### src/rtl/uart_fifo_pkg.sv
// Package: register offsets, bit positions and line-state type shared by the
// serial port block. Assumes byte addressing with word-aligned registers.
package uart_fifo_pkg;
    localparam int DIV_W = 23;

    localparam logic [4:0] OFS_TXDATA = 5'h00;
    localparam logic [4:0] OFS_RXDATA = 5'h04;
    localparam logic [4:0] OFS_CTRL   = 5'h08;
    localparam logic [4:0] OFS_STAT   = 5'h0C;
    localparam logic [4:0] OFS_MISC   = 5'h10;
    localparam logic [4:0] OFS_BAUD   = 5'h14;

    localparam int ST_PAR     = 16;
    localparam int ST_FRM     = 17;
    localparam int ST_WERR    = 18;
    localparam int ST_RXEMPTY = 20;
    localparam int ST_TXFULL  = 21;
    localparam int ST_TXEMPTY = 22;
    localparam int ST_BUSY    = 25;

    localparam int CT_TXEN  = 12;
    localparam int CT_RXEN  = 13;
    localparam int CT_TXRST = 22;
    localparam int CT_RXRST = 23;
    localparam int CT_CLR   = 24;

    localparam int BD_UNDIV = 26;
    localparam int BD_DIV2  = 27;

    localparam logic [31:0] CTRL_MASK = 32'h01C0_3000;
    localparam logic [31:0] BAUD_MASK = 32'h0DFF_FFFF;

    typedef enum logic [2:0] {
        L_IDLE,
        L_START,
        L_DATA,
        L_PAR,
        L_STOP
    } line_state_e;
endpackage

### src/rtl/uart_sfifo.sv
// Module: synchronous queue with flush. A push while full and a pop while
// empty are ignored. Assumes a single clock and that flush wins over push/pop.
module uart_sfifo #(
    parameter int WIDTH = 8,
    parameter int DEPTH = 16
) (
    input  logic             clk,
    input  logic             rst_n,
    input  logic             flush,
    input  logic             push,
    input  logic [WIDTH-1:0] wdata,
    input  logic             pop,
    output logic [WIDTH-1:0] rdata,
    output logic             empty,
    output logic             full
);
    localparam int AW = (DEPTH > 1) ? $clog2(DEPTH) : 1;
    localparam int CW = $clog2(DEPTH + 1);

    logic [WIDTH-1:0] mem [DEPTH];
    logic [AW-1:0]    wptr, rptr;
    logic [CW-1:0]    count;
    logic             do_push, do_pop;

    assign empty   = (count == '0);
    assign full    = (count == CW'(DEPTH));
    assign do_push = push && !full;
    assign do_pop  = pop && !empty;
    assign rdata   = mem[rptr];

    // Store an accepted entry.
    always_ff @(posedge clk) begin
        if (do_push && !flush) mem[wptr] <= wdata;
    end

    // Advance pointers and occupancy.
    always_ff @(posedge clk) begin
        if (!rst_n || flush) begin
            wptr  <= '0;
            rptr  <= '0;
            count <= '0;
        end else begin
            if (do_push) wptr <= (wptr == AW'(DEPTH - 1)) ? '0 : wptr + 1'b1;
            if (do_pop)  rptr <= (rptr == AW'(DEPTH - 1)) ? '0 : rptr + 1'b1;
            count <= count + CW'(do_push) - CW'(do_pop);
        end
    end
endmodule

### src/rtl/uart_baud_gen.sv
// Module: bit-rate strobes. A prescaler (divide by 1, 2 or 3) feeds a divisor
// counter (divide by N+1). pre_stb marks each prescaled cycle; bit_tick marks
// each bit boundary. Assumes the divisor may change at any time.
module uart_baud_gen
    import uart_fifo_pkg::*;
(
    input  logic             clk,
    input  logic             rst_n,
    input  logic             sel_undiv,
    input  logic             sel_div2,
    input  logic [DIV_W-1:0] div_n,
    output logic             pre_stb,
    output logic             bit_tick
);
    logic [1:0]       pre_cnt;
    logic [1:0]       pre_lim;
    logic [DIV_W-1:0] div_cnt;
    logic             div_wrap;

    // Pick the prescaler terminal count.
    always_comb begin
        if (sel_undiv)     pre_lim = 2'd0;
        else if (sel_div2) pre_lim = 2'd1;
        else               pre_lim = 2'd2;
    end

    assign pre_stb  = (pre_cnt >= pre_lim);
    assign div_wrap = (div_cnt >= div_n);
    assign bit_tick = pre_stb && div_wrap;

    // Run the prescaler and divisor counters.
    always_ff @(posedge clk) begin
        if (!rst_n) begin
            pre_cnt <= '0;
            div_cnt <= '0;
        end else begin
            pre_cnt <= pre_stb ? 2'd0 : pre_cnt + 2'd1;
            if (pre_stb) div_cnt <= div_wrap ? '0 : div_cnt + 1'b1;
        end
    end
endmodule

### src/rtl/uart_tx_engine.sv
// Module: frame serialiser. Loads a byte on a bit tick when idle or in the
// stop bit, then shifts start, data LSB first, optional even parity, stop.
// Assumes bit_tick is one cycle wide; flush forces idle with the line high.
module uart_tx_engine
    import uart_fifo_pkg::*;
(
    input  logic       clk,
    input  logic       rst_n,
    input  logic       flush,
    input  logic       enable,
    input  logic       par_en,
    input  logic       bit_tick,
    input  logic       q_empty,
    input  logic [7:0] q_data,
    output logic       q_pop,
    output logic       txd,
    output logic       busy
);
    line_state_e state;
    logic [7:0]  shreg;
    logic [2:0]  bitn;
    logic        par_q;
    logic        txd_q;

    assign q_pop = bit_tick && enable && !q_empty && !flush &&
                   (state == L_IDLE || state == L_STOP);
    assign txd   = txd_q;
    assign busy  = (state != L_IDLE);

    // Step the frame one bit per tick.
    always_ff @(posedge clk) begin
        if (!rst_n || flush) begin
            state <= L_IDLE;
            shreg <= '0;
            bitn  <= '0;
            par_q <= 1'b0;
            txd_q <= 1'b1;
        end else if (bit_tick) begin
            case (state)
                L_IDLE, L_STOP: begin
                    if (q_pop) begin
                        shreg <= q_data;
                        par_q <= ^q_data;
                        txd_q <= 1'b0;
                        state <= L_START;
                    end else begin
                        txd_q <= 1'b1;
                        state <= L_IDLE;
                    end
                end
                L_START: begin
                    txd_q <= shreg[0];
                    shreg <= shreg >> 1;
                    bitn  <= '0;
                    state <= L_DATA;
                end
                L_DATA: begin
                    if (bitn == 3'd7) begin
                        txd_q <= par_en ? par_q : 1'b1;
                        state <= par_en ? L_PAR : L_STOP;
                    end else begin
                        txd_q <= shreg[0];
                        shreg <= shreg >> 1;
                        bitn  <= bitn + 3'd1;
                    end
                end
                L_PAR: begin
                    txd_q <= 1'b1;
                    state <= L_STOP;
                end
                default: state <= L_IDLE;
            endcase
        end
    end
endmodule

### src/rtl/uart_rx_engine.sv
// Module: frame deserialiser. Synchronises rxd. Starts on a falling edge,
// confirms the start bit at mid-bit, then samples once per N+1 prescaled
// strobes. Emits a one-cycle push with the byte and its error bits.
// Assumes pre_stb and div_n come from the bit-rate generator.
module uart_rx_engine
    import uart_fifo_pkg::*;
(
    input  logic             clk,
    input  logic             rst_n,
    input  logic             flush,
    input  logic             enable,
    input  logic             par_en,
    input  logic             pre_stb,
    input  logic [DIV_W-1:0] div_n,
    input  logic             rxd,
    output logic             push,
    output logic [7:0]       data,
    output logic             frm_err,
    output logic             par_err
);
    line_state_e      state;
    logic             s1, s2, prev;
    logic [DIV_W-1:0] cnt;
    logic [2:0]       bitn;
    logic [7:0]       shreg;
    logic             par_bit;
    logic             at_bit;

    assign at_bit = pre_stb && (cnt >= div_n);

    // Bring rxd into the clock domain and keep the previous value.
    always_ff @(posedge clk) begin
        if (!rst_n) begin
            s1   <= 1'b1;
            s2   <= 1'b1;
            prev <= 1'b1;
        end else begin
            s1   <= rxd;
            s2   <= s1;
            prev <= s2;
        end
    end

    // Walk through the frame and report the result at the stop bit.
    always_ff @(posedge clk) begin
        if (!rst_n || flush) begin
            state   <= L_IDLE;
            cnt     <= '0;
            bitn    <= '0;
            shreg   <= '0;
            par_bit <= 1'b0;
            push    <= 1'b0;
            data    <= '0;
            frm_err <= 1'b0;
            par_err <= 1'b0;
        end else begin
            push <= 1'b0;
            case (state)
                L_IDLE: begin
                    if (enable && prev && !s2) begin
                        cnt   <= '0;
                        state <= L_START;
                    end
                end
                L_START: begin
                    if (pre_stb) begin
                        if (cnt >= (div_n >> 1)) begin
                            cnt   <= '0;
                            bitn  <= '0;
                            state <= s2 ? L_IDLE : L_DATA;
                        end else begin
                            cnt <= cnt + 1'b1;
                        end
                    end
                end
                L_DATA: begin
                    if (at_bit) begin
                        cnt   <= '0;
                        shreg <= {s2, shreg[7:1]};
                        bitn  <= bitn + 3'd1;
                        if (bitn == 3'd7) state <= par_en ? L_PAR : L_STOP;
                    end else if (pre_stb) begin
                        cnt <= cnt + 1'b1;
                    end
                end
                L_PAR: begin
                    if (at_bit) begin
                        cnt     <= '0;
                        par_bit <= s2;
                        state   <= L_STOP;
                    end else if (pre_stb) begin
                        cnt <= cnt + 1'b1;
                    end
                end
                L_STOP: begin
                    if (at_bit) begin
                        cnt     <= '0;
                        push    <= 1'b1;
                        data    <= shreg;
                        frm_err <= !s2;
                        par_err <= par_en && (par_bit != ^shreg);
                        state   <= L_IDLE;
                    end else if (pre_stb) begin
                        cnt <= cnt + 1'b1;
                    end
                end
                default: state <= L_IDLE;
            endcase
        end
    end
endmodule

### src/rtl/uart_fifo_periph.sv
// Module: top of the serial port. Decodes six word registers, owns the control,
// misc and bit-rate registers and the sticky error flags, and connects the
// queues, the engines and the bit-rate generator. Assumes single-cycle bus
// strobes and read data that is valid combinationally in the strobe cycle.
module uart_fifo_periph
    import uart_fifo_pkg::*;
#(
    parameter int FIFO_DEPTH  = 16,
    parameter int DEFAULT_DIV = 7
) (
    input  logic        clk,
    input  logic        rst_n,
    input  logic [4:0]  bus_addr,
    input  logic        bus_wr,
    input  logic        bus_rd,
    input  logic [31:0] bus_wdata,
    output logic [31:0] bus_rdata,
    output logic        txd,
    input  logic        rxd
);
    localparam logic [31:0] BAUD_RESET = 32'h0180_0000 | (32'(DEFAULT_DIV) & 32'h007F_FFFF);

    logic [31:0] ctrl_q, misc_q, baud_q;
    logic        err_par, err_frm, err_werr;
    logic        tx_full, tx_empty, rx_empty, rx_full;
    logic        tx_pop, tx_busy;
    logic [7:0]  tx_qdata, rx_qdata;
    logic        rx_push, rx_ferr, rx_perr;
    logic [7:0]  rx_byte;
    logic        pre_stb, bit_tick;
    logic        wr_txdata, rd_rxdata;
    logic        tx_rst, rx_rst, clr_err;

    assign tx_rst    = ctrl_q[CT_TXRST];
    assign rx_rst    = ctrl_q[CT_RXRST];
    assign clr_err   = ctrl_q[CT_CLR];
    assign wr_txdata = bus_wr && (bus_addr == OFS_TXDATA);
    assign rd_rxdata = bus_rd && (bus_addr == OFS_RXDATA);

    // Hold the software-written registers.
    always_ff @(posedge clk) begin
        if (!rst_n) begin
            ctrl_q <= '0;
            misc_q <= '0;
            baud_q <= BAUD_RESET;
        end else if (bus_wr) begin
            case (bus_addr)
                OFS_CTRL: ctrl_q <= bus_wdata & CTRL_MASK;
                OFS_MISC: misc_q <= bus_wdata;
                OFS_BAUD: baud_q <= bus_wdata & BAUD_MASK;
                default:  ;
            endcase
        end
    end

    // Collect the sticky error flags; a held clear wins.
    always_ff @(posedge clk) begin
        if (!rst_n || clr_err) begin
            err_par  <= 1'b0;
            err_frm  <= 1'b0;
            err_werr <= 1'b0;
        end else begin
            if (rx_push && rx_perr) err_par <= 1'b1;
            if (rx_push && rx_ferr) err_frm <= 1'b1;
            if (wr_txdata && tx_full && !tx_rst) err_werr <= 1'b1;
        end
    end

    // Drive read data for the addressed register.
    always_comb begin
        bus_rdata = '0;
        case (bus_addr)
            OFS_RXDATA: bus_rdata = rx_empty ? 32'h0 : {24'h0, rx_qdata};
            OFS_CTRL:   bus_rdata = ctrl_q;
            OFS_STAT: begin
                bus_rdata[ST_PAR]     = err_par;
                bus_rdata[ST_FRM]     = err_frm;
                bus_rdata[ST_WERR]    = err_werr;
                bus_rdata[ST_RXEMPTY] = rx_empty;
                bus_rdata[ST_TXFULL]  = tx_full;
                bus_rdata[ST_TXEMPTY] = tx_empty;
                bus_rdata[ST_BUSY]    = tx_busy;
            end
            OFS_MISC:   bus_rdata = misc_q;
            OFS_BAUD:   bus_rdata = baud_q;
            default:    bus_rdata = '0;
        endcase
    end

    uart_baud_gen baud_i (
        .clk       (clk),
        .rst_n     (rst_n),
        .sel_undiv (baud_q[BD_UNDIV]),
        .sel_div2  (baud_q[BD_DIV2]),
        .div_n     (baud_q[DIV_W-1:0]),
        .pre_stb   (pre_stb),
        .bit_tick  (bit_tick)
    );

    uart_sfifo #(.WIDTH(8), .DEPTH(FIFO_DEPTH)) txq_i (
        .clk   (clk),
        .rst_n (rst_n),
        .flush (tx_rst),
        .push  (wr_txdata),
        .wdata (bus_wdata[7:0]),
        .pop   (tx_pop),
        .rdata (tx_qdata),
        .empty (tx_empty),
        .full  (tx_full)
    );

    uart_tx_engine tx_i (
        .clk      (clk),
        .rst_n    (rst_n),
        .flush    (tx_rst),
        .enable   (ctrl_q[CT_TXEN]),
        .par_en   (misc_q[0]),
        .bit_tick (bit_tick),
        .q_empty  (tx_empty),
        .q_data   (tx_qdata),
        .q_pop    (tx_pop),
        .txd      (txd),
        .busy     (tx_busy)
    );

    uart_rx_engine rx_i (
        .clk     (clk),
        .rst_n   (rst_n),
        .flush   (rx_rst),
        .enable  (ctrl_q[CT_RXEN]),
        .par_en  (misc_q[0]),
        .pre_stb (pre_stb),
        .div_n   (baud_q[DIV_W-1:0]),
        .rxd     (rxd),
        .push    (rx_push),
        .data    (rx_byte),
        .frm_err (rx_ferr),
        .par_err (rx_perr)
    );

    uart_sfifo #(.WIDTH(8), .DEPTH(FIFO_DEPTH)) rxq_i (
        .clk   (clk),
        .rst_n (rst_n),
        .flush (rx_rst),
        .push  (rx_push),
        .wdata (rx_byte),
        .pop   (rd_rxdata),
        .rdata (rx_qdata),
        .empty (rx_empty),
        .full  (rx_full)
    );
endmodule

### config.mk
export PLATFORM = sky130hd
export DESIGN_NAME = uart_fifo_periph
export DESIGN_NICKNAME = d
export VERILOG_FILES = /design/src/rtl/uart_fifo_pkg.sv /design/src/rtl/uart_sfifo.sv /design/src/rtl/uart_baud_gen.sv /design/src/rtl/uart_tx_engine.sv /design/src/rtl/uart_rx_engine.sv /design/src/rtl/uart_fifo_periph.sv
export SDC_FILE = /design/constraint.sdc
export NUM_CORES = 1
export LEC_CHECK = 0
export BUFFER_PORTS_ARGS = -buffer_cell sky130_fd_sc_hd__buf_2
export CORE_ASPECT_RATIO = 1.4
export CORE_UTILIZATION = 59
export CTS_BUF_LIST = sky130_fd_sc_hd__clkbuf_16
export DETAILED_ROUTE_END_ITERATION = 10
export PLACE_DENSITY = 0.88
export SYNTH_ARGS = -nofsm -noshare
export SYNTH_HDL_FRONTEND = slang
export SYNTH_HIERARCHICAL = 1
export SYNTH_SLANG_ARGS = --single-unit
### constraint.sdc
create_clock -name clk -period 4.2 [get_ports clk]
set_input_delay 1.26 -clock clk [delete_from_list [all_inputs] [get_ports clk]]
set_output_delay 1.26 -clock clk [all_outputs]
set_load 0.05 [all_outputs]
-- Word-level counts from Yosys, hierarchy flattened
Memories as Yosys holds them, arrays and structs flattened. A register that Yosys moved wholly into a read port is not among the register bits.
Index checks and enable logic that the tools add are counted.
- bits in registers: 186
- latch bits: 0
- memory bits (writable): 256
- bits in read-only memories: 0
- bits of input ports: 42
- output and inout port bits: 33
- logic and storage cells: 205
- memories: 2
- memories (memory ; words ; width ; read ports ; clocked after Yosys merged registers in ; wr ports ; RTL line ; text):
    rxq_i.mem ; 16 ; 8 ; 1 ; 1 ; 1 ; uart_sfifo.sv:20 ; logic [WIDTH-1:0] mem [DEPTH];
    txq_i.mem ; 16 ; 8 ; 1 ; 1 ; 1 ; uart_sfifo.sv:20 ;
- add/sub/neg operators: 13
- multipliers: 0
- divide/modulo/power cells: 0
- $lt $le $gt $ge: 4
- equal/unequal tests: 33
- shift operators: 0
- mux-type cells: 56
- bitwise logic cells: 2
- reduce and logical (&&, ||, !) cells: 64
- operators with widths (cell ; number):
    two-way mux 23 bit ; 6
    one-hot mux 23 bit (3 select lines) ; 1
    one-hot mux 16 bit (4 select lines) ; 1
    adder 23 x 1 -> 23 bit (second input constant) ; 2
    >= comparator 23 bit ; 2
    two-way mux 3 bit ; 13
    two-way mux 4 bit ; 8
    one-hot mux 3 bit (5 select lines) ; 2
    two-way mux 8 bit ; 3
    one-hot mux 3 bit (4 select lines) ; 2
    one-hot mux 8 bit (3 select lines) ; 1
    >= comparator 23 x 22 -> 1 bit ; 1
    logical AND 1 bit ; 21
    equality test 5 bit (second input constant) ; 4
    one-hot mux 6 bit (3 select lines) ; 1
    adder 4 x 1 -> 4 bit (second input constant) ; 4
    equality test 4 bit (second input constant) ; 4
    AND reduction 2 bit ; 8
    parity 8 bit ; 2
    zero test 5 bit ; 3
    inequality test 2 x 1 -> 1 bit (second input constant) ; 7
    equality test 3 x 2 -> 1 bit (second input constant) ; 4
    equality test 3 bit (second input constant) ; 4
    one-hot mux 3 bit (2 select lines) ; 2
    other kinds (28) ; 66

-- Longest topological paths before layout
Gate-level depths: netlist of run 1.
- depth after elaboration: 11
- mapped depth: 21
- depth with buffers taken out: 20

-- Modules after synthesis
The synthesis of run 1 kept the hierarchy.
- modules (own cells, without submodules) (module ; times used ; cells each ; area each (um2)):
    uart_sfifo at rxq_i ; 1 ; 309 ; 5835.6
    uart_sfifo at txq_i ; 1 ; 310 ; 5835.6
    uart_rx_engine ; 1 ; 400 ; 3380.7
    uart_fifo_periph ; 1 ; 335 ; 3159.3
    uart_baud_gen ; 1 ; 226 ; 1796.7
    uart_tx_engine ; 1 ; 113 ; 987.2

-- Least setup slack after synthesis of run 1
OpenSTA, ideal clock, no wires.
- path kind: input to register
- start: input bus_addr[2]
- end: register txq_i.count[4]
- library setup time: 0.070 ns
- arrival time: 3.873 ns
- data required time: 4.130 ns
- slack: 0.257 ns
- stages on the path: 11
- buffers on the path: 0
- cell sequence: or4b_4 -> nor3_1 -> nand2_1 -> ha_1 -> inv_1 -> ha_1 -> fa_1 -> a21oi_1 -> nor2_1 -> or3_1 -> a21oi_1
- word-level cells in the longest chain between the ends: 5
- ends and longest elaborated chain (element ; RTL line ; text):
    start: declaration ; uart_fifo_periph.sv:13 ; input logic [4:0] bus_addr,
    zero test 5 bit ; uart_fifo_periph.sv:37 ; assign wr_txdata = bus_wr && (bus_addr == OFS_TXDATA);
    logical AND 1 bit ; uart_fifo_periph.sv:37 ;
    named net wr_txdata ; uart_fifo_periph.sv:31 ; logic wr_txdata, rd_rxdata;
    logical AND 1 bit ; uart_sfifo.sv:27 ; assign do_push = push && !full;
    adder 5 x 1 -> 5 bit ; uart_sfifo.sv:45 ; count <= count + CW'(do_push) - CW'(do_pop);
    subtractor 5 x 1 -> 5 bit ; uart_sfifo.sv:45 ;
    end signal: assignment ; uart_sfifo.sv:45 ;
    end: declaration ; uart_sfifo.sv:22 ; logic [CW-1:0] count;
The timed path passes the listed nets, and every way through them passes these cells.
A chain may end at the register's enable or synchronous reset.

==> impl_metrics.xml, run 1 <==
<?xml version="1.0" encoding="UTF-8"?>
<metrics>
  <group name="layout">
    <metric name="finalNonFillerCells" unit="">2262</metric>
    <metric name="drive_above_1_share" unit="%">13.3</metric>
    <metric name="flow.area_growth_from_synthesis" unit="%">10.5</metric>
    <metric name="antenna_cells" unit="">0</metric>
    <metric name="layout.nets" unit="">1916</metric>
    <metric name="final_core_utilization" unit="%">66.3</metric>
  </group>
  <group name="floorplan">
    <metric name="rows" unit="">81</metric>
    <metric name="die_height" unit="um">225</metric>
    <metric name="die_area" unit="um2">36300</metric>
    <metric name="chipWidth" unit="um">161</metric>
    <metric name="fp.coreArea" unit="um2">35000</metric>
    <metric name="io-pin-count" unit="">75</metric>
    <metric name="initial_core_util" unit="%">60.0</metric>
  </group>
  <group name="cts">
    <metric name="holdBufCountCts" unit="">0</metric>
    <metric name="cts_inserted_buffers" unit="">42</metric>
    <metric name="tritoncts_num_sinks" unit="">450</metric>
    <metric name="clock_insertion_delay_at_the_later_pin_of_the_skew_report" unit="ns">0.59</metric>
    <metric name="tritoncts" unit="">done</metric>
    <metric name="ctsLongestPathBuffers" unit="">3</metric>
    <metric name="clock-root-buffer" unit="">sky130_fd_sc_hd__clkbuf_16</metric>
    <metric name="post_cts_resized" unit="">0</metric>
    <metric name="cts.clk_slew.worst_paths" unit="ns">0.06</metric>
    <metric name="cts_setup_buffers" unit="">0</metric>
    <metric name="max_h_tree_level" unit="">2</metric>
  </group>
  <group name="timing">
    <metric name="period_minus_slack" unit="ns">4.10</metric>
    <metric name="hold_violations" unit="">0</metric>
    <metric name="rsz_0062_raised_after_global_routing" unit="">no</metric>
    <metric name="clock-skew-final" unit="ns">0.0354</metric>
    <metric name="post-route-period-util" unit="%">97.6</metric>
    <metric name="final-max-slew-violation-count" unit="">0</metric>
    <metric name="tightest_slew" unit="ns">1.01</metric>
    <metric name="fin_setup_tns" unit="ns">0</metric>
    <metric name="slew_headroom" unit="%">32.5</metric>
    <metric name="clock.fmax" unit="GHz">0.244</metric>
    <metric name="setup_violations" unit="">0</metric>
  </group>
  <group name="route">
    <metric name="drt_wl_total" unit="mm">50.2</metric>
    <metric name="drt-pass1-iter-count" unit="">5</metric>
    <metric name="wire_per_inst" unit="um">22.2</metric>
    <metric name="drt-initial-drc-count" unit="">1340</metric>
    <metric name="drcViolationCount" unit="">0</metric>
    <metric name="postRouteAntennaNets" unit="">0</metric>
    <metric name="viasPerCell" unit="">6.30</metric>
    <metric name="via_count" unit="">14300</metric>
  </group>
  <group name="worst_setup_path">
    <metric name="crit_required" unit="ns">2.94</metric>
    <metric name="worstPathArrival" unit="ns">2.84</metric>
    <metric name="setup.worst_path.class" unit="">reg -&gt; out</metric>
    <metric name="crit_path_top_delay_cell" unit="">sky130_fd_sc_hd__mux4_1</metric>
    <metric name="timing.reg2reg.worst_path_depth" unit="">20</metric>
    <metric name="critical_path.max_fanout" unit="">32</metric>
    <metric name="reg2reg_to" unit="">txq_i/count[4]</metric>
    <metric name="critical_path.reg2reg.startpoint" unit="">baud_q[20]</metric>
    <metric name="crit_path_end_kind" unit="">primary output</metric>
    <metric name="timing.critical_path.cells" unit="">buf_12, mux4_1, a22oi_1, nand2_1, a221o_1, buf_2</metric>
    <metric name="max_stage_delay" unit="ns">0.60</metric>
    <metric name="reg2reg_setup_slack" unit="ns">0.31</metric>
    <metric name="timing.critical_path.from_type" unit="">flop</metric>
  </group>
  <group name="placed_design">
    <metric name="dpl.cell_count" unit="">2186</metric>
    <metric name="detailed_place_hpwl" unit="mm">33.9</metric>
    <metric name="place.port_buffers" unit="">74</metric>
    <metric name="gp_routability_congestion" unit="">0.902</metric>
  </group>
  <group name="min_path">
    <metric name="type_of_the_most_critical_hold_path" unit="">reg -&gt; reg</metric>
    <metric name="worst_hold_startpoint" unit="">rx_i/s1</metric>
    <metric name="cell_depth_of_the_worst_hold_path" unit="">1</metric>
    <metric name="min_to" unit="">rx_i/s2</metric>
  </group>
  <group name="grt">
    <metric name="maximum_number_of_pins_on_one_net_before_global_route_repair" unit="">61</metric>
    <metric name="grt.overflow.total" unit="">0</metric>
    <metric name="number_of_antenna_violations_at_the_first_check_in_global_routing" unit="">0</metric>
    <metric name="grt_usage" unit="%">27.8</metric>
    <metric name="first_global_vias" unit="">14200</metric>
    <metric name="first_pass_grt_wire_length" unit="mm">77.4</metric>
  </group>
  <group name="yosys">
    <metric name="cell_count_after_synthesis" unit="">1692</metric>
    <metric name="yosysWarnings" unit="">6</metric>
    <metric name="mappedNetlistArea" unit="um2">21000</metric>
    <metric name="syn_area_per_cell" unit="um2">12.4</metric>
    <metric name="syn-num-nets" unit="">1834</metric>
  </group>
  <group name="power">
    <metric name="pwr_density_cell" unit="nW/um2">372</metric>
    <metric name="static-leakage-power" unit="nW">8.37</metric>
    <metric name="peak_supply_drop" unit="mV">0.338</metric>
  </group>
  <group name="run_status">
    <metric name="result_of_the_run" unit="">completed</metric>
  </group>
  <group name="run">
    <metric name="timing.max_cap.violations" unit="">0</metric>
  </group>
</metrics>
## layer usage
metal | up-vias | GRT usage, % | part of all wire [%]
met5 | - | 0 | 0
met3 | 164 | 3.51 | 6.3
met2 | 662 | 50.2 | 52
li1 | 6432 | - | -
met1 | 7000 | 32.3 | 37
met4 | 0 | 14.4 | 4.6
## cell type report
cell class              instances  area [um2]
clock buffers                  43        1080
clock inverters                33         234
fillers                      2348       11800
inverters                      88         332
multi-input cells            1086        8660
flip-flops and latches        450       11600
well taps                     456         571
repair buffers                106         741
## cells in the final DEF, fill, tap and decap left out, drive strengths merged, types with 7 or more instances in the layout
| cell type | instances |
|---|---|
| and3 | 33 |
| xnor2 | 36 |
| a21oi | 68 |
| nor3 | 12 |
| dfxtp | 194 |
| a221o | 19 |
| buf | 106 |
| and2 | 37 |
| o22ai | 10 |
| edfxtp | 256 |
| a221oi | 8 |
| nand2b | 23 |
| nand2 | 201 |
| clkinv | 15 |
| nand3 | 41 |
| nand4 | 18 |
| mux4 | 64 |
| clkbuf | 43 |
| o21ai | 41 |
| inv | 102 |
| a22o | 11 |
| mux2i | 80 |
| a22oi | 33 |
| nor2 | 99 |
| nor2b | 24 |
| xor2 | 26 |
| nor4 | 10 |
| ha | 98 |
| nor3b | 7 |
## metrics by stage
stage / hold slack [ns] / cell area (um2) / total power, mW / setup slack, ns
CTS: 0.409 / 23200 / 8.63 / 0.0976
detailed placement: 0.396 / 21900 / 5.05 / 0.194
global placement: 0.404 / 21900 / 5.04 / 0.205
finish: 0.408 / 23200 / 8.62 / 0.100
floorplan: 0.386 / 21000 / 4.94 / 0.257
global route: 0.460 / 23200 / 8.83 / 0.0294
## flip-flops by register name (all words and copies together) (netlist names), 4 cells and up, named ones only
register        cells
txq_i/wptr          4
rxq_i/wptr          4
txq_i/count         5
rx_i/shreg          8
ctrl_q              5
tx_i/shreg          8
rx_i/data           8
rxq_i/rptr          4
txq_i/rptr          4
rx_i/cnt           23
baud_q             27
misc_q             32
rxq_i/mem         128
rxq_i/count         5
baud_i/div_cnt     23
txq_i/mem         128
## report_power, final
| part | total (mW) | switching [mW] | internal (mW) |
|---|---|---|---|
| sequential | 4.67 | 0.0217 | 4.65 |
| combinational | 0.301 | 0.206 | 0.0949 |
| clock | 3.65 | 1.65 | 1.99 |
## worst max-delay path: cells and delay by family (launching register included)
family	cells	cell delay [ns]
compound gates	2	0.71
buf+inv	2	0.49
flops	1	0.34
mux	1	0.60
simple gates	1	0.09
## worst max-delay path by stage
| stage | startpoint | to | cells past startpoint |
|---|---|---|---|
| final | flop | bus_rdata[2] | 6 |
| after global routing | baud_q[20] | txq_i/count[4] | 20 |
| after CTS | flop | bus_rdata[2] | 6 |
| after detailed placement | bus_addr[2] | bus_rdata[2] | 6 |
| after global placement | bus_addr[1] | bus_rdata[2] | 6 |
| after floorplan | bus_addr[2] | txq_i/count[4] | 11 |
Note: power is estimated with default switching activity, not from simulation.
==> run 2, diff against run 1 <==
--- a/config.mk
+++ b/config.mk
@@ -6,11 +6,12 @@
 export NUM_CORES = 1
 export LEC_CHECK = 0
 export BUFFER_PORTS_ARGS = -buffer_cell sky130_fd_sc_hd__buf_2
-export CORE_ASPECT_RATIO = 1.4
+export CORE_ASPECT_RATIO = 1.75
 export CORE_UTILIZATION = 59
 export CTS_BUF_LIST = sky130_fd_sc_hd__clkbuf_16
 export DETAILED_ROUTE_END_ITERATION = 10
 export PLACE_DENSITY = 0.88
+export REMOVE_ABC_BUFFERS = 1
 export SYNTH_ARGS = -nofsm -noshare
 export SYNTH_HDL_FRONTEND = slang
 export SYNTH_HIERARCHICAL = 1
==> run 2 against run 1 <==
  * Clock-buffer cell count fell by 4
  * Largest cell class unchanged
  * Sequential cell count stayed put
  * Worst setup slack got worse by 0.025 ns
  * Total power shrank 2.6%
==> impl_metrics.xml, run 2 (synthesis results as in run 1) <==
<?xml version="1.0" encoding="UTF-8"?>
<metrics>
  <group name="layout">
    <metric name="flow.area_growth_from_synthesis" unit="%">10.2</metric>
    <metric name="most-common-layout-cells" unit="">256 x sky130_fd_sc_hd__edfxtp_1, 200 x sky130_fd_sc_hd__nand2_1, 192 x sky130_fd_sc_hd__dfxtp_1</metric>
    <metric name="antenna_cells" unit="">0</metric>
    <metric name="finalNonFillerCells" unit="">2273</metric>
    <metric name="fillers" unit="">2294</metric>
    <metric name="largest_regs" unit="">rxq_i/mem: 128 flops, txq_i/mem: 128 flops, misc_q: 32 flops</metric>
    <metric name="layout.nets" unit="">1921</metric>
    <metric name="drive_above_1_share" unit="%">13.9</metric>
    <metric name="layout.cells.most_common" unit="">sky130_fd_sc_hd__edfxtp_1</metric>
  </group>
  <group name="timing">
    <metric name="period_minus_slack" unit="ns">4.13</metric>
    <metric name="setup_violations" unit="">0</metric>
    <metric name="clock-skew-final" unit="ns">0.0256</metric>
    <metric name="post-route-period-util" unit="%">98.2</metric>
    <metric name="fin_setup_tns" unit="ns">0</metric>
    <metric name="final-max-slew-violation-count" unit="">0</metric>
    <metric name="hold_violations" unit="">0</metric>
    <metric name="rsz_0062_raised_after_global_routing" unit="">no</metric>
    <metric name="slew_headroom" unit="%">47.5</metric>
    <metric name="clock.fmax" unit="GHz">0.242</metric>
    <metric name="tightest_slew" unit="ns">0.784</metric>
  </group>
  <group name="cts">
    <metric name="cts.clk_slew.worst_paths" unit="ns">0.06</metric>
    <metric name="tritoncts" unit="">done</metric>
    <metric name="max_h_tree_level" unit="">2</metric>
    <metric name="holdBufCountCts" unit="">0</metric>
    <metric name="ctsLongestPathBuffers" unit="">3</metric>
    <metric name="post_cts_resized" unit="">0</metric>
    <metric name="tritoncts_num_sinks" unit="">450</metric>
    <metric name="cts_inserted_buffers" unit="">39</metric>
    <metric name="clock_insertion_delay_at_the_later_pin_of_the_skew_report" unit="ns">0.56</metric>
    <metric name="cts_setup_buffers" unit="">0</metric>
    <metric name="clock-root-buffer" unit="">sky130_fd_sc_hd__clkbuf_16</metric>
  </group>
  <group name="route">
    <metric name="drcViolationCount" unit="">0</metric>
    <metric name="drt-pass1-iter-count" unit="">6</metric>
    <metric name="drt_wl_total" unit="mm">53.6</metric>
    <metric name="drt-initial-drc-count" unit="">1338</metric>
    <metric name="viasPerCell" unit="">6.47</metric>
    <metric name="postRouteAntennaNets" unit="">0</metric>
    <metric name="via_count" unit="">14700</metric>
    <metric name="wire_per_inst" unit="um">23.6</metric>
  </group>
  <group name="worst_setup_path">
    <metric name="crit_required" unit="ns">2.94</metric>
    <metric name="setup.worst_path.class" unit="">in -&gt; out</metric>
    <metric name="worstPathArrival" unit="ns">2.87</metric>
    <metric name="timing.critical_path.from_type" unit="">input pin</metric>
    <metric name="crit_path_end_kind" unit="">primary output</metric>
    <metric name="critical_path.max_fanout" unit="">8</metric>
  </group>
  <group name="floorplan">
    <metric name="io-pin-count" unit="">75</metric>
    <metric name="chipWidth" unit="um">145</metric>
    <metric name="die_height" unit="um">252</metric>
    <metric name="fp.coreArea" unit="um2">35200</metric>
    <metric name="rows" unit="">91</metric>
    <metric name="initial_core_util" unit="%">59.7</metric>
    <metric name="die_area" unit="um2">36400</metric>
  </group>
  <group name="grt">
    <metric name="maximum_number_of_pins_on_one_net_before_global_route_repair" unit="">54</metric>
    <metric name="grt.overflow.total" unit="">0</metric>
    <metric name="number_of_antenna_violations_at_the_first_check_in_global_routing" unit="">0</metric>
    <metric name="first_global_vias" unit="">15100</metric>
    <metric name="grt_usage" unit="%">29.9</metric>
    <metric name="first_pass_grt_wire_length" unit="mm">81.3</metric>
  </group>
  <group name="power">
    <metric name="peak_supply_drop" unit="mV">0.341</metric>
    <metric name="pwr_density_cell" unit="nW/um2">363</metric>
    <metric name="totalPowerFinal" unit="mW">8.39</metric>
    <metric name="static-leakage-power" unit="nW">8.33</metric>
  </group>
  <group name="placed_design">
    <metric name="place.port_buffers" unit="">74</metric>
    <metric name="dpl.cell_count" unit="">2203</metric>
    <metric name="detailed_place_hpwl" unit="mm">36.5</metric>
    <metric name="gp_routability_congestion" unit="">0.916</metric>
  </group>
  <group name="run">
    <metric name="timing.max_cap.violations" unit="">0</metric>
  </group>
  <group name="min_path">
    <metric name="type_of_the_most_critical_hold_path" unit="">reg -&gt; reg</metric>
  </group>
  <group name="run_status">
    <metric name="result_of_the_run" unit="">completed</metric>
  </group>
</metrics>
[run 2: cell types whose count changed in the layout (fill, tap and decap cells not counted), sizes merged]
| cell | previous run | this run |
|---|---|---|
| buf | 106 | 114 |
| clkinvlp | 2 | 1 |
| clkinv | 15 | 25 |
| clkbuf | 43 | 39 |
| inv | 102 | 91 |
[run 2: report_power, final]
group	total [mW]	leakage, nW	switching [mW]	internal, mW
logic	0.309	3.93	0.211	0.0976
clock network	3.42	0.606	1.59	1.83
registers	4.66	3.79	0.0219	4.64
total	8.39	8.33	1.82	6.57
[run 2: stage by stage]
stage / setup slack (ns) / hold WS [ns] / util, % / area, um2
after floorplan: 0.209 / 0.386 / - / 20600
after global placement: 0.191 / 0.402 / 62.3 / 21900
after detailed placement: 0.0191 / 0.406 / 62.3 / 21900
after CTS: 0.0152 / 0.425 / 65.7 / 23100
after global routing: 0.0453 / 0.446 / 65.7 / 23100
final: 0.0748 / 0.417 / 65.7 / 23100
[run 2: final timing paths]
path | start | end | slack (ns) | cells after the start
worst max-delay path | bus_addr[2] | bus_rdata[0] | 0.07 | 6
worst min-delay path | rx_i/s1 | rx_i/s2 | 0.42 | 1
worst max register to register | baud_q[20] | txq_i/count[4] | 0.36 | 20
worst min register to register | rx_i/s1 | rx_i/s2 | 0.42 | 1
[run 2: cell type report]
| cell class | count | area (um2) | share of cell area [%] |
|---|---|---|---|
| Tap cell | 465 | 582 | 2.52 |
| Sequential cell | 450 | 11600 | 50.0 |
| Timing Repair Buffer | 114 | 773 | 3.34 |
| Inverter | 88 | 332 | 1.43 |
| Multi-Input combinational cell | 1086 | 8680 | 37.5 |
| Clock inverter | 31 | 218 | 0.941 |
| Clock buffer | 39 | 976 | 4.22 |
[run 2: critical path: stages]
cell and delay, ns:
sky130_fd_sc_hd__buf_2 0.18, sky130_fd_sc_hd__or3b_4 0.46, sky130_fd_sc_hd__nor4_4 0.17, sky130_fd_sc_hd__buf_4 0.25
sky130_fd_sc_hd__a221o_1 0.25, sky130_fd_sc_hd__buf_2 0.29
[run 2: routing by layer]
layer	share of wire, %	up-vias	track usage [%]
met4	7.9	0	22.6
met3	6.9	274	5.56
met2	52	846	53.1
met1	33	7143	30.5
met5	0	-	0
li1	-	6437	-
